==> config.mk <==
export PLATFORM = sky130hd
export DESIGN_NAME = async_frame_rx
export DESIGN_NICKNAME = d
export VERILOG_FILES = /design/src/rtl/rx_pkg.sv /design/src/rtl/rx_line_sync.sv /design/src/rtl/rx_edge_tracker.sv /design/src/rtl/rx_vote3.sv /design/src/rtl/rx_frame_ctl.sv /design/src/rtl/async_frame_rx.sv
export SDC_FILE = /design/constraint.sdc
export NUM_CORES = 1
export LEC_CHECK = 0
export BUFFER_PORTS_ARGS = -buffer_cell sky130_fd_sc_hd__buf_2
export CAP_MARGIN = 20
export CORE_MARGIN = 2
export CORE_UTILIZATION = 62
export DETAILED_ROUTE_END_ITERATION = 6
export MAX_ROUTING_LAYER = met4
export PLACE_DENSITY = 0.82
export RECOVER_POWER = 100
export SLEW_MARGIN = 20
export SYNTH_ARGS = -nofsm -noshare
export SYNTH_HDL_FRONTEND = slang
export SYNTH_SLANG_ARGS = --single-unit
==> constraint.sdc <==
create_clock -name clk -period 4.2 [get_ports clk]
set_input_delay 0 -clock clk [delete_from_list [all_inputs] [get_ports clk]]
set_output_delay 0 -clock clk [all_outputs]
set_load 0.02 [all_outputs]
==> src/rtl/rx_pkg.sv <==
package rx_pkg;

  typedef enum logic [2:0] {
    ST_IDLE,
    ST_START,
    ST_DATA,
    ST_NINTH,
    ST_STOP
  } rx_state_t;

  function automatic logic maj3(input logic a, input logic b, input logic c);
    return (a & b) | (a & c) | (b & c);
  endfunction

endpackage

==> src/rtl/rx_line_sync.sv <==
module rx_line_sync #(
  parameter int STAGES = 2
) (
  input  logic clk,
  input  logic rst,
  input  logic din,
  output logic dout
);
  logic [STAGES-1:0] chain;

  genvar g;
  generate
    for (g = 0; g < STAGES; g++) begin : g_stage
      if (g == 0) begin : g_first
        always_ff @(posedge clk) begin
          if (rst) chain[0] <= 1'b1;
          else     chain[0] <= din;
        end
      end else begin : g_next
        always_ff @(posedge clk) begin
          if (rst) chain[g] <= 1'b1;
          else     chain[g] <= chain[g-1];
        end
      end
    end
  endgenerate

  assign dout = chain[STAGES-1];
endmodule

==> src/rtl/rx_edge_tracker.sv <==
module rx_edge_tracker (
  input  logic clk,
  input  logic rst,
  input  logic tick,
  input  logic line,
  output logic edge_seen,
  output logic fall_seen
);
  logic line_prev;

  always_ff @(posedge clk) begin
    if (rst)       line_prev <= 1'b1;
    else if (tick) line_prev <= line;
  end

  assign edge_seen = tick & (line ^ line_prev);
  assign fall_seen = edge_seen & ~line;
endmodule

==> src/rtl/rx_vote3.sv <==
module rx_vote3 import rx_pkg::*; #(
  parameter int OVERSAMPLE = 16,
  localparam int PH_W = $clog2(OVERSAMPLE)
) (
  input  logic            clk,
  input  logic            rst,
  input  logic            tick,
  input  logic [PH_W-1:0] phase,
  input  logic            line,
  output logic            voted
);
  localparam logic [PH_W-1:0] PH_A = PH_W'(OVERSAMPLE / 2 - 1);
  localparam logic [PH_W-1:0] PH_B = PH_W'(OVERSAMPLE / 2);

  logic samp_a, samp_b;

  always_ff @(posedge clk) begin
    if (rst) begin
      samp_a <= 1'b1;
      samp_b <= 1'b1;
    end else if (tick) begin
      if (phase == PH_A) samp_a <= line;
      if (phase == PH_B) samp_b <= line;
    end
  end

  // third sample is the live line at the decision phase
  assign voted = maj3(samp_a, samp_b, line);
endmodule

==> src/rtl/rx_frame_ctl.sv <==
module rx_frame_ctl import rx_pkg::*; #(
  parameter int DATA_BITS  = 8,
  parameter int OVERSAMPLE = 16,
  localparam int PH_W  = $clog2(OVERSAMPLE),
  localparam int CNT_W = (DATA_BITS > 1) ? $clog2(DATA_BITS) : 1
) (
  input  logic                 clk,
  input  logic                 rst,
  input  logic                 tick,
  input  logic                 frame11,
  input  logic                 line,
  input  logic                 edge_seen,
  input  logic                 fall_seen,
  input  logic                 voted,
  output logic [PH_W-1:0]      phase,
  output logic [DATA_BITS-1:0] byte_o,
  output logic                 bit9_o,
  output logic                 valid_o,
  output logic                 err_o
);
  localparam int MID = OVERSAMPLE / 2;
  localparam logic [PH_W-1:0]  PH_ONE   = PH_W'(1);
  localparam logic [PH_W-1:0]  PH_MID   = PH_W'(MID);
  localparam logic [PH_W-1:0]  PH_SAMP  = PH_W'(MID + 1);
  localparam logic [PH_W-1:0]  PH_LATE  = PH_W'(MID - 2);
  localparam logic [PH_W-1:0]  PH_EARLY = PH_W'(MID + 2);
  localparam logic [PH_W-1:0]  PH_LAST  = PH_W'(OVERSAMPLE - 1);
  localparam logic [CNT_W-1:0] LAST_BIT = CNT_W'(DATA_BITS - 1);

  rx_state_t            state, state_n;
  logic [PH_W-1:0]      phase_n;
  logic [CNT_W-1:0]     cnt, cnt_n;
  logic [DATA_BITS-1:0] shreg, shreg_n;
  logic                 ninth, ninth_n;
  logic                 done, step;
  logic                 late_win, early_win;

  assign late_win  = (phase != '0) && (phase <= PH_LATE);
  assign early_win = (phase >= PH_EARLY);

  always_comb begin
    state_n = state;
    phase_n = phase;
    cnt_n   = cnt;
    shreg_n = shreg;
    ninth_n = ninth;
    done    = 1'b0;
    step    = 1'b0;
    if (tick) begin
      case (state)
        ST_IDLE: begin
          if (fall_seen) begin
            state_n = ST_START;
            phase_n = '0;
          end
        end
        ST_START: begin
          if (edge_seen && early_win) begin
            state_n = ST_DATA;
            cnt_n   = '0;
            phase_n = PH_ONE;
          end else if (phase == PH_MID && line) begin
            state_n = ST_IDLE;
            phase_n = '0;
          end else if (phase == PH_LAST) begin
            state_n = ST_DATA;
            cnt_n   = '0;
            phase_n = '0;
          end else begin
            phase_n = phase + PH_ONE;
          end
        end
        default: begin
          if (state == ST_STOP && phase == PH_SAMP) begin
            done    = 1'b1;
            state_n = ST_IDLE;
            phase_n = '0;
          end else begin
            if (phase == PH_SAMP) begin
              if (state == ST_DATA)       shreg_n = {voted, shreg[DATA_BITS-1:1]};
              else if (state == ST_NINTH) ninth_n = voted;
            end
            if (edge_seen && late_win) begin
              phase_n = PH_ONE;
            end else if (edge_seen && early_win && state != ST_STOP) begin
              phase_n = PH_ONE;
              step    = 1'b1;
            end else if (phase == PH_LAST) begin
              phase_n = '0;
              step    = 1'b1;
            end else begin
              phase_n = phase + PH_ONE;
            end
            if (step) begin
              if (state == ST_DATA) begin
                if (cnt == LAST_BIT) state_n = frame11 ? ST_NINTH : ST_STOP;
                else                 cnt_n   = cnt + CNT_W'(1);
              end else if (state == ST_NINTH) begin
                state_n = ST_STOP;
              end
            end
          end
        end
      endcase
    end
  end

  always_ff @(posedge clk) begin
    if (rst) begin
      state <= ST_IDLE;
      phase <= '0;
      cnt   <= '0;
      shreg <= '0;
      ninth <= 1'b0;
    end else begin
      state <= state_n;
      phase <= phase_n;
      cnt   <= cnt_n;
      shreg <= shreg_n;
      ninth <= ninth_n;
    end
  end

  always_ff @(posedge clk) begin
    if (rst) begin
      valid_o <= 1'b0;
      byte_o  <= '0;
      bit9_o  <= 1'b0;
      err_o   <= 1'b0;
    end else begin
      valid_o <= done;
      if (done) begin
        byte_o <= shreg;
        bit9_o <= frame11 & ninth;
        err_o  <= ~voted;
      end
    end
  end

  // nothing moves between ticks
  assert_hold_without_tick_R9: assert property (@(posedge clk) disable iff (rst)
    !tick |=> ($stable(phase) && $stable(state)));

  // a high line at mid-bit drops the start candidate
  assert_glitch_dropped_R2: assert property (@(posedge clk) disable iff (rst)
    (state == ST_START && tick && phase == PH_MID && line && !edge_seen) |=> state == ST_IDLE);

  // a late transition inside a data bit realigns the phase
  assert_late_edge_realigns_R6: assert property (@(posedge clk) disable iff (rst)
    (state == ST_DATA && edge_seen && late_win) |=> (phase == PH_ONE && state == ST_DATA));
endmodule

==> src/rtl/async_frame_rx.sv <==
module async_frame_rx #(
  parameter int DATA_BITS   = 8,
  parameter int OVERSAMPLE  = 16,
  parameter int SYNC_STAGES = 2
) (
  input  logic                 clk,
  input  logic                 rst,
  input  logic                 tick16,
  input  logic                 frame11,
  input  logic                 rx_line,
  output logic [DATA_BITS-1:0] rx_byte,
  output logic                 rx_bit9,
  output logic                 rx_valid,
  output logic                 rx_frame_err
);
  localparam int PH_W = $clog2(OVERSAMPLE);

  logic            line_s;
  logic            edge_seen, fall_seen, voted;
  logic [PH_W-1:0] phase;

  rx_line_sync #(.STAGES(SYNC_STAGES)) u_sync (
    .clk(clk), .rst(rst), .din(rx_line), .dout(line_s)
  );

  rx_edge_tracker u_edge (
    .clk(clk), .rst(rst), .tick(tick16), .line(line_s),
    .edge_seen(edge_seen), .fall_seen(fall_seen)
  );

  rx_vote3 #(.OVERSAMPLE(OVERSAMPLE)) u_vote (
    .clk(clk), .rst(rst), .tick(tick16), .phase(phase), .line(line_s), .voted(voted)
  );

  rx_frame_ctl #(.DATA_BITS(DATA_BITS), .OVERSAMPLE(OVERSAMPLE)) u_ctl (
    .clk(clk), .rst(rst), .tick(tick16), .frame11(frame11), .line(line_s),
    .edge_seen(edge_seen), .fall_seen(fall_seen), .voted(voted),
    .phase(phase), .byte_o(rx_byte), .bit9_o(rx_bit9),
    .valid_o(rx_valid), .err_o(rx_frame_err)
  );

  // strobe lasts one cycle
  assert_valid_single_R8: assert property (@(posedge clk) disable iff (rst)
    rx_valid |=> !rx_valid);

  // byte only moves with the strobe
  assert_byte_held_R8: assert property (@(posedge clk) disable iff (rst)
    !$stable(rx_byte) |-> rx_valid);

  // error flag only moves with the strobe
  assert_err_with_valid_R7: assert property (@(posedge clk) disable iff (rst)
    !$stable(rx_frame_err) |-> rx_valid);

  // short frames report a zero ninth bit
  assert_bit9_zero_short_R4: assert property (@(posedge clk) disable iff (rst)
    (rx_valid && !$past(frame11)) |-> !rx_bit9);
endmodule

==> reports/metrics.cfg, run 1 <==
[run_status]
outcome=complete, no violations

[synth]
synth_cells=207
synth-seq-area-share_pct=40.9
synth_top_area_share_pct=40.9
syn_nets=218
yosysTopAreaCell=dfxtp_1
avgSynthCellArea_sq_um=8.28
syn-cell-area_sq_um=1710
synth-seq-cells=35
synth_enable_flop_cells=0
synth_async_sr_flop_share_pct=0
ys_warn_count=0
ys.flop_type=dfxtp_1
synth_area_leaders=dfxtp_1, nand2_1, a21oi_1
ys_types=45

[worst_setup_path]
cp_slowest_stage_delay_ns=0.50
path_cells=inv_1 -> ha_1 -> o31ai_1 -> or3b_1 -> a31oi_2 -> o21ai_0 -> mux2i_1
crit_required_ns=4.47
crit_family=compound AO/OA/AOI/OAI gates
slowest_stage=o21ai_0
critPathKind=reg -> reg
crit_arrival_ns=2.55
cp-start-kind=register
endpoint_kind=register
cp_max_fo=6
critPathBufInv=1

[clocking]
cts.reportedPaths.clkPinSlew_ns=0.10
cts_resized=0
cts_buffers=5
root_buffer=clkbuf_4
insertion_delay_ns=0.34
cts_tree=done
numClockSinks=35
post_cts_buffers=0
htree_levels=2
cts.path.max_buffers=2

[drt]
wl_um=3530
antenna_left=0
dr.first_iter.drc_count=92
via_per_inst=6.04
drc=0
wl_per_cell_um=14.1
via_count=1515
first_pass_iters=4

[place]
dp_hpwl_um=2470
io_buffers=15
gp_congestion=0.951
dp_cells=241

[pwr]
switching_share_pct=23.9
sequentialPowerShare_pct=57.7
peakVddDrop_mv=0.300
power_leakage_nw=0.685
p_int_w=0.000448
comb_power_share_pct=6.3
powerDensity_nw_per_um2=321
p_sw_w=0.000141
p_clk_share_pct=36.0

[layout]
syn_to_final_growth_pct=6.93
fin_cells=251
fin_nets=230
layout_common_cells=dfxtp_1, nand2_1, a21oi_1
antennaDiodeCount=0
fillerInstances=232
final_common_cell=dfxtp_1
drive_above_1_share_pct=7.73

[global_routing]
grt_use_met2_pct=41.2
grt_max_degree=39
grt_use_total_pct=23.9
overflow=0
grt_pass1_vias=1396
antenna_found_initial=0
grt_use_met3_pct=7.60
grt_pass1_wl_um=5810
grtUsageMet1_pct=24.8
grt.busiest_layer=met2

[job]
max-cap-violations=0

[sta]
relSlewSlack_pct=46.2
final.period_utilization_pct=54.3
fin_skew_ns=0.00315
finalSetupTns_ns=0
fin_crit_ns=2.28
fmax_ghz=0.439
rsz0062_at_grt=no
finalMaxSlewViolations=0
hold_viol_final=0
tightest_slew_ns=0.798
finalSetupViolCount=0

[floorplanning]
io_pins=16
initial_utilization_pct=63.8
die_w_um=56.6
rows=19
die_h_um=56.6
design.core.area_sq_um=2690
dieArea_sq_um=3200

[worst_hold_path]
min_path_type=in -> reg

-- cells by family after synthesis --
group / synth area share (%)
AND/OR/NAND/NOR: 26.0
AO/OA/AOI/OAI: 19.6
flip-flops: 40.9
buffers and inverters: 5.18
adder cells (fa/ha/maj): 4.96
multiplexers: 2.92
XOR/XNOR: 0.511
-- flip-flops by register name, summed over array words and instances, names as in the netlist, 3 cells and up --
signal        count
u_ctl.cnt         3
u_ctl.shreg       8
u_ctl.phase       4
u_ctl.state       3
u_ctl.byte_o      8
-- final cells by class --
type                    count  area, sq um  area share [%]
well taps                  31         38.8            2.12
flip-flops and latches     35          701            38.2
clock buffers               7         65.1            3.55
repair buffers             18         88.8            4.85
inverters                   8         30.0            1.64
multi-input cells         151          902            49.2
clock inverters             1         7.51           0.410
-- worst paths after layout --
check	startpoint	endpoint	depth (start not counted)	slack, ns
setup reg to reg	u_ctl.phase[0]$_SDFFE_PP0P_	u_ctl.state[1]$_SDFFE_PP0P_	7	1.92
setup / recovery	u_ctl.phase[0]$_SDFFE_PP0P_	u_ctl.state[1]$_SDFFE_PP0P_	7	1.92
hold reg to reg	u_sync.chain[0]$_SDFF_PP1_	u_sync.dout$_SDFF_PP1_	1	0.42
hold / removal	tick16	u_edge.line_prev$_SDFFE_PP1P_	2	0.02
-- power groups by stage --
stage          Clock [W]  Combinational [W]  Sequential, W
2_1_floorplan          0          0.0000313       0.000345
3_3_place_gp           0          0.0000344       0.000347
3_5_place_dp           0          0.0000360       0.000348
4_1_cts         0.000214          0.0000375       0.000340
5_1_grt         0.000227          0.0000408       0.000341
6_report        0.000212          0.0000370       0.000340
-- stage by stage --
step	util, %	total power, W	setup WS (ns)	hold WS [ns]	cell area (sq um)
after floorplan	-	0.000376	2.50	0.104	1710
after global placement	66.1	0.000382	2.33	0.184	1780
after detailed placement	66.1	0.000384	2.25	0.187	1780
after CTS	69.6	0.000592	2.23	0.00913	1870
after global routing	68.2	0.000609	1.74	0.0326	1830
final	68.2	0.000589	1.92	0.0233	1830
-- per-layer routing --
layer | part of all wire [%] | wire length [um] | vias to the layer above
met1 | 42 | 1470 | 715
met5 | 0 | 0 | -
li1 | - | - | 742
met2 | 51 | 1810 | 48
met3 | 5.2 | 183 | 10
met4 | 1.8 | 63 | 0
-- synth_stat cells, types with 2 or more instances --
master	n
nor2b_1	5
mux2i_1	5
and3_1	4
o21ai_1	2
nand2_1	33
a21oi_1	24
inv_1	8
o211ai_1	2
nor2_1	11
or2_2	2
a211o_1	2
o21ai_0	5
nor3b_1	3
ha_1	6
a211oi_1	2
nand3_1	11
dfxtp_1	35
nand2b_1	5
nor3_1	3
and4b_1	2
nand3b_1	2
clkbuf_1	5
buf_2	8
-- what timing repair did --
action	CTS	global route
hold endpoints to repair	2	0
setup endpoints to repair	0	0
hold buffers	2	0
Power figures use the tool's default switching activity.
==> run 2: changes to the inputs <==
ABC_AREA = 1   (was unset)
CORE_UTILIZATION = 52   (was 62)
PLACE_DENSITY = 0.73   (was 0.82)
clock period = 1.9 ns   (was 4.2 ns; I/O delays follow)
==> run 2 against run 1 <==
  * Sequential cell count is the same
  * Combinational power rose to 13 times the previous value
  * Critical path depth increased by 5
  * Clock power up 84%
  * Final area grew 5.9%
  * Hold slack improved by 0.41 ns
  * Maximum frequency increased by 31%
  * Wire length grew 1.9%
  * Register-to-register slack got worse by 1.8 ns
  * Die area up 20%
  * Synthesized cell count rose by 16%
==> reports/metrics.cfg, run 2 <==
[run_status]
outcome=complete, no violations

[pwr]
p_int_w=0.00108  ; +140%
p_sw_w=0.000615  ; +340%
comb_power_share_pct=28.0  ; +22 points
powerDensity_nw_per_um2=876  ; +170%
sequentialPowerShare_pct=49.1  ; -8.6 points
p_clk_share_pct=22.9  ; -13 points
power_leakage_nw=0.921  ; +34%
peakVddDrop_mv=0.497  ; +66%
switching_share_pct=36.2  ; +12 points

[worst_hold_path]
min_path_cells=1  ; -1
min_to=u_sync.dout$_SDFF_PP1_
holdCritStartpoint=u_sync.chain[0]$_SDFF_PP1_
min_path_type=reg -> reg

[worst_setup_path]
regToRegStartpoint=u_ctl.phase[0]$_SDFFE_PP0P_
cp_slowest_stage_delay_ns=0.41  ; -0.09 ns
timing.rr.end=u_ctl.cnt[1]$_SDFFE_PP0P_
endpoint_kind=register
path_cells=inv_1 -> ha_1 -> nand3_1 -> nand2_1 -> nand2_1 -> nand3_1 -> nand2_1 -> inv_1 -> nand2_4 -> clkinv_1 -> nor2_1 -> nor2_2
crit_top_cell=nand2_1
critPathBufInv=3  ; +2
slowest_stage=dfxtp_1
critPathKind=reg -> reg
crit_required_ns=2.14  ; -2.33 ns
cp_max_fo=5  ; -1
crit_arrival_ns=1.97  ; -0.58 ns
crit_family=simple AND/OR/NAND/NOR gates
r2r_cells=12  ; +5
cp-start-kind=register
r2r_slack_ns=0.17  ; -1.75 ns

[synth]
ys_warn_count=0  ; unchanged
syn-cell-area_sq_um=1740  ; +1.6%
synth_async_sr_flop_share_pct=0  ; unchanged
synth_most_common_cell=nor2_1
ys.flop_type=dfxtp_1
synth_cells=241  ; +16%
synth-seq-cells=35  ; unchanged
yosysTopAreaCell=dfxtp_1
syn_nets=252  ; +16%
synth-seq-area-share_pct=40.2  ; -0.65 points
synth_enable_flop_cells=0  ; unchanged
ys_types=30  ; -33%
ys_top_cells_by_count=nor2_1, nand2_1, dfxtp_1
synth_top_area_share_pct=40.2  ; -0.65 points
avgSynthCellArea_sq_um=7.23  ; -13%
synth_area_leaders=dfxtp_1, nor2_1, nand2_1

[floorplanning]
initial_utilization_pct=53.0  ; -11 points
rows=21  ; +2
design.core.area_sq_um=3280  ; +22%
die_w_um=61.9  ; +9.4%
io_pins=16  ; unchanged
die_h_um=61.9  ; +9.4%
dieArea_sq_um=3830  ; +20%

[drt]
dr.first_iter.drc_count=69  ; -25%
drc=0  ; unchanged
via_per_inst=5.00  ; -17%
wl_per_cell_um=11.5  ; -18%
antenna_left=0  ; unchanged
first_pass_iters=4  ; unchanged
wl_um=3600  ; +1.9%
via_count=1561  ; +3.0%

[layout]
drive_above_1_share_pct=12.8  ; +5.1 points
fillerInstances=328  ; +41%
antennaDiodeCount=0  ; unchanged
reg_top3=u_ctl.byte_o: 8 flops, u_ctl.shreg: 8 flops, u_ctl.phase: 4 flops
fin_nets=277  ; +20%
final_common_cell=nor2_1
layout_common_cells=nor2_1, nand2_1, dfxtp_1
syn_to_final_growth_pct=11.4

[place]
gp_congestion=0.937  ; -1.5%
io_buffers=15  ; unchanged
dp_hpwl_um=2580  ; +4.7%
post-place-ws_ns=0.150  ; -2.10 ns

[sta]
fin_skew_ns=0.0110  ; +0.00789 ns
rsz0062_at_grt=no
final.period_utilization_pct=91.3  ; +37 points
fin_crit_ns=1.73  ; -0.546 ns
hold_viol_final=0  ; unchanged
setup_slack_ns=0.166  ; -1.75 ns
finalSetupTns_ns=0  ; unchanged
holdWs_ns=0.429  ; +0.406 ns
fmax_ghz=0.577  ; +31%
tightest_slew_ns=0.349  ; -0.449 ns
finalMaxSlewViolations=0  ; unchanged
finalSetupViolCount=0  ; unchanged
relSlewSlack_pct=76.8  ; +31 points

[global_routing]
overflow=0  ; unchanged
grt_max_degree=21  ; -46%
antenna_found_initial=0  ; unchanged
grt_use_total_pct=21.3  ; -2.6 points
grt_pass1_wl_um=5840  ; +0.48%
grt_pass1_vias=1383  ; -0.93%

[clocking]
root_buffer=clkbuf_4
cts.reportedPaths.clkPinSlew_ns=0.10  ; about the same
post_cts_buffers=0  ; unchanged
cts_buffers=5  ; unchanged
htree_levels=2  ; unchanged
insertion_delay_ns=0.34  ; about the same
cts.path.max_buffers=2  ; unchanged
numClockSinks=35  ; unchanged
cts_tree=done

[job]
max-cap-violations=0  ; unchanged

## run 2: logic make-up (layout without fill, tap and decap cells)
kind of cell,after synthesis,after routing,synth area share [%]
and+or+nand+nor,131,131,35.5
AOI/OAI and AO/OA,37,37,11.9
DFF,35,35,40.2
buffers and inverters,31,56,7.47
adders and majority gates,7,7,4.88
## run 2: power by group through the flow
stage                     Clock, W  Sequential, W  Combinational [W]
after floorplan                  0       0.000830           0.000392
after global routing      0.000434       0.000840           0.000539
final                     0.000390       0.000835           0.000476
after detailed placement         0       0.000849           0.000465
after global placement           0       0.000850           0.000462
after CTS                 0.000404       0.000833           0.000477
## run 2: worst max-delay path by stage
stage / startpoint / end / depth (start not counted)
4_1_cts: u_ctl.phase[1]$_SDFFE_PP0P_ / u_ctl.byte_o[5]$_SDFFE_PP0P_ / 9
5_1_grt: u_ctl.phase[0]$_SDFFE_PP0P_ / u_ctl.cnt[0]$_SDFFE_PP0P_ / 12
3_3_place_gp: u_ctl.phase[1]$_SDFFE_PP0P_ / u_ctl.byte_o[0]$_SDFFE_PP0P_ / 9
3_5_place_dp: u_ctl.phase[1]$_SDFFE_PP0P_ / u_ctl.byte_o[5]$_SDFFE_PP0P_ / 9
6_report: u_ctl.phase[0]$_SDFFE_PP0P_ / u_ctl.cnt[1]$_SDFFE_PP0P_ / 12
2_1_floorplan: u_ctl.phase[0]$_SDFFE_PP0P_ / u_ctl.cnt[1]$_SDFFE_PP0P_ / 12
## run 2: cell type report
class / instances / area, sq um / area share, %
inverter: 26 / 97.6 / 5.03
clock buffer: 5 / 37.5 / 1.93
clock inverter: 2 / 13.8 / 0.709
multi-input combinational: 175 / 908 / 46.8
sequential: 35 / 701 / 36.1
timing repair buffer: 23 / 125 / 6.45
tap: 46 / 57.6 / 2.97
## run 2: routing by layer
metal  vias up  global-route usage, %  share of wire [%]
met5         -                      -                  0
met1       701                   27.4                 48
li1        827                      -                  -
met4         0                   10.6                1.9
met3         8                   5.18                3.8
met2        25                   31.3                 47
## run 2: stage by stage
stage	util, %	area [sq um]	total power (W)	std cells
after floorplan	-	1740	0.00122	241
after global placement	56.8	1860	0.00131	300
after detailed placement	56.8	1860	0.00131	300
after CTS	59.8	1970	0.00171	312
after global routing	59.1	1940	0.00181	312
final	59.1	1940	0.00170	312
## run 2: repair_timing
| action | CTS | global route |
|---|---|---|
| hold endpoints to repair | 6 | 0 |
| gates resized for setup | 0 | 1 |
| endpoints found under the setup margin | 0 | 9 |
| hold buffers | 5 | 0 |
==> run 3: changes to the inputs <==
CTS_BUF_LIST = sky130_fd_sc_hd__clkbuf_16   (was unset)
==> run 3 against run 2 <==
  * Via count decreased by 0.58%
  * Sequential share of layout area decreased by 1.1 points
  * Sequential power about the same
  * Final area increased by 3.0%
  * First-iteration DRC count decreased by 30%
  * Wire length increased by 0.14%
  * Global-route usage decreased by 0.063 points
  * Worst setup slack improved by 0.035 ns
  * Critical path type unchanged
  * Largest cell class unchanged
==> reports/metrics.cfg, run 3 (synthesis results as in run 2) <==
[clocking]
htree_levels=2  ; unchanged
cts_buffers=5  ; unchanged
cts.path.max_buffers=2  ; unchanged
root_buffer=clkbuf_16
numClockSinks=35  ; unchanged
cts_tree=done
post_cts_buffers=0  ; unchanged
cts.reportedPaths.clkPinSlew_ns=0.06  ; -0.04 ns
insertion_delay_ns=0.28  ; -0.06 ns

[layout]
layout_common_cells=nor2_1, nand2_1, dfxtp_1
syn_to_final_growth_pct=14.8
fillerInstances=312  ; -4.9%
drive_above_1_share_pct=13.3  ; +0.53 points
fin_nets=274  ; -1.1%
seq_area_sq_um=701  ; unchanged
antennaDiodeCount=0  ; unchanged
final_common_cell=nor2_1
post-route-util_pct=60.9  ; +1.8 points
reg_top3=u_ctl.byte_o: 8 flops, u_ctl.shreg: 8 flops, u_ctl.phase: 4 flops
fin_cells=309  ; -0.96%
multiInputGateArea_sq_um=908  ; unchanged

[worst_setup_path]
crit_arrival_ns=1.87  ; -0.10 ns
cp-start-kind=register
crit_family=simple AND/OR/NAND/NOR gates
path_cells=inv_1 -> ha_1 -> nand3_1 -> nand2_1 -> nand2_1 -> nand3_1 -> nand2_1 -> inv_1 -> nand2_4 -> clkinv_1 -> nor2_1 -> nor2_2
crit_required_ns=2.07  ; -0.07 ns
slowest_stage=dfxtp_1
cp_slowest_stage_delay_ns=0.40  ; about the same
endpoint_kind=register
crit_top_cell=nand2_1
cp_max_fo=5  ; unchanged
critPathBufInv=3  ; unchanged
critPathKind=reg -> reg

[worst_hold_path]
min_path_type=in -> reg

[pwr]
peakVddDrop_mv=0.586  ; +18%
power_leakage_nw=0.952  ; +3.4%
powerDensity_nw_per_um2=1040  ; +19%

[floorplanning]
rows=21  ; unchanged
design.core.area_sq_um=3280  ; unchanged
die_h_um=61.9  ; unchanged
initial_utilization_pct=53.0  ; unchanged
io_pins=16  ; unchanged
dieArea_sq_um=3830  ; unchanged
die_w_um=61.9  ; unchanged

[sta]
fin_crit_ns=1.70  ; -0.0348 ns
setup_slack_ns=0.201  ; +0.0348 ns
hold_viol_final=0  ; unchanged
fin_skew_ns=0.00670  ; -0.00433 ns
finalSetupViolCount=0  ; unchanged
relSlewSlack_pct=76.1  ; -0.68 points
tightest_slew_ns=0.359  ; +0.0102 ns
rsz0062_at_grt=no
finalSetupTns_ns=0  ; unchanged
fmax_ghz=0.589  ; +2.0%
final.period_utilization_pct=89.4  ; -1.8 points
holdWs_ns=0.00733  ; -0.422 ns
finalMaxSlewViolations=0  ; unchanged

[global_routing]
grt_use_total_pct=21.3  ; -0.063 points
overflow=0  ; unchanged
antenna_found_initial=0  ; unchanged
grt_pass1_vias=1340  ; -3.1%
grt_max_degree=21  ; unchanged
grt_pass1_wl_um=5770  ; -1.2%

[drt]
via_count=1552  ; -0.58%
dr.first_iter.drc_count=48  ; -30%
wl_per_cell_um=11.7  ; +1.1%
drc=0  ; unchanged
via_per_inst=5.02  ; +0.39%
wl_um=3610  ; +0.14%
first_pass_iters=4  ; unchanged
antenna_left=0  ; unchanged

[place]
io_buffers=15  ; unchanged
dp_cells=300  ; unchanged
gp_congestion=0.937  ; unchanged
dp_hpwl_um=2580  ; unchanged
post-place-ws_ns=0.150  ; unchanged

[job]
max-cap-violations=0  ; unchanged

[run_status]
outcome=complete, no violations

run 3: changes by cell type in the layout (fill, tap and decap cells not counted):
cell	delta
clkbuf_4	-5
clkbuf_16	+5
clkbuf_2	+1
dlygate4sd3_1	-3
clkbuf_1	-1
run 3: final cells by class:
class | count | area share [%]
multi-input cells | 175 | 45.4
flip-flops and latches | 35 | 35.0
clock buffers | 5 | 6.26
inverters | 26 | 4.88
repair buffers | 20 | 4.82
well taps | 46 | 2.88
clock inverters | 2 | 0.688
run 3: routing by layer:
metal	wire length (um)	vias up	track usage (%)
met5	0	-	-
met4	90	0	10.0
met3	159	10	6.21
met2	1660	23	31.9
met1	1700	704	26.3
li1	-	815	-
run 3: stage by stage:
stage	area (sq um)	total power [W]
after floorplan	1740	0.00122
after global placement	1860	0.00131
after detailed placement	1860	0.00131
after CTS	2020	0.00209
after global routing	2000	0.00220
final	2000	0.00208
run 3: worst reg2reg max path, stage by stage, from the launching register on:
cell      delay (ns)
dfxtp_1         0.40
inv_1           0.10
ha_1            0.20
nand3_1         0.07
nand2_1         0.12
nand2_1         0.17
nand3_1         0.09
nand2_1         0.07
inv_1           0.07
nand2_4         0.09
clkinv_1        0.07
nor2_1          0.11
nor2_2          0.04
run 3: worst paths after layout:
path | slack (ns) | cells after the start | to | start
worst max-delay path | 0.20 | 12 | u_ctl.cnt[1]$_SDFFE_PP0P_ | u_ctl.phase[0]$_SDFFE_PP0P_
worst min-delay path | 0.007 | 3 | u_ctl.bit9_o$_SDFFE_PP0P_ | frame11
worst max register to register | 0.20 | 12 | u_ctl.cnt[1]$_SDFFE_PP0P_ | u_ctl.phase[0]$_SDFFE_PP0P_
worst min register to register | 0.42 | 1 | u_sync.dout$_SDFF_PP1_ | u_sync.chain[0]$_SDFF_PP1_
run 3: timing repair:
item	CTS	global route
gates resized for setup	0	1
hold buffers	2	0
hold endpoints to repair	3	0
endpoints found under the setup margin	0	9
run 3: where the power goes:
part,total [W],switching (W),internal [W]
Sequential,0.000836,0.0000547,0.000781
Clock,0.000772,0.000295,0.000477
Combinational,0.000470,0.000306,0.000163
Total,0.00208,0.000656,0.00142
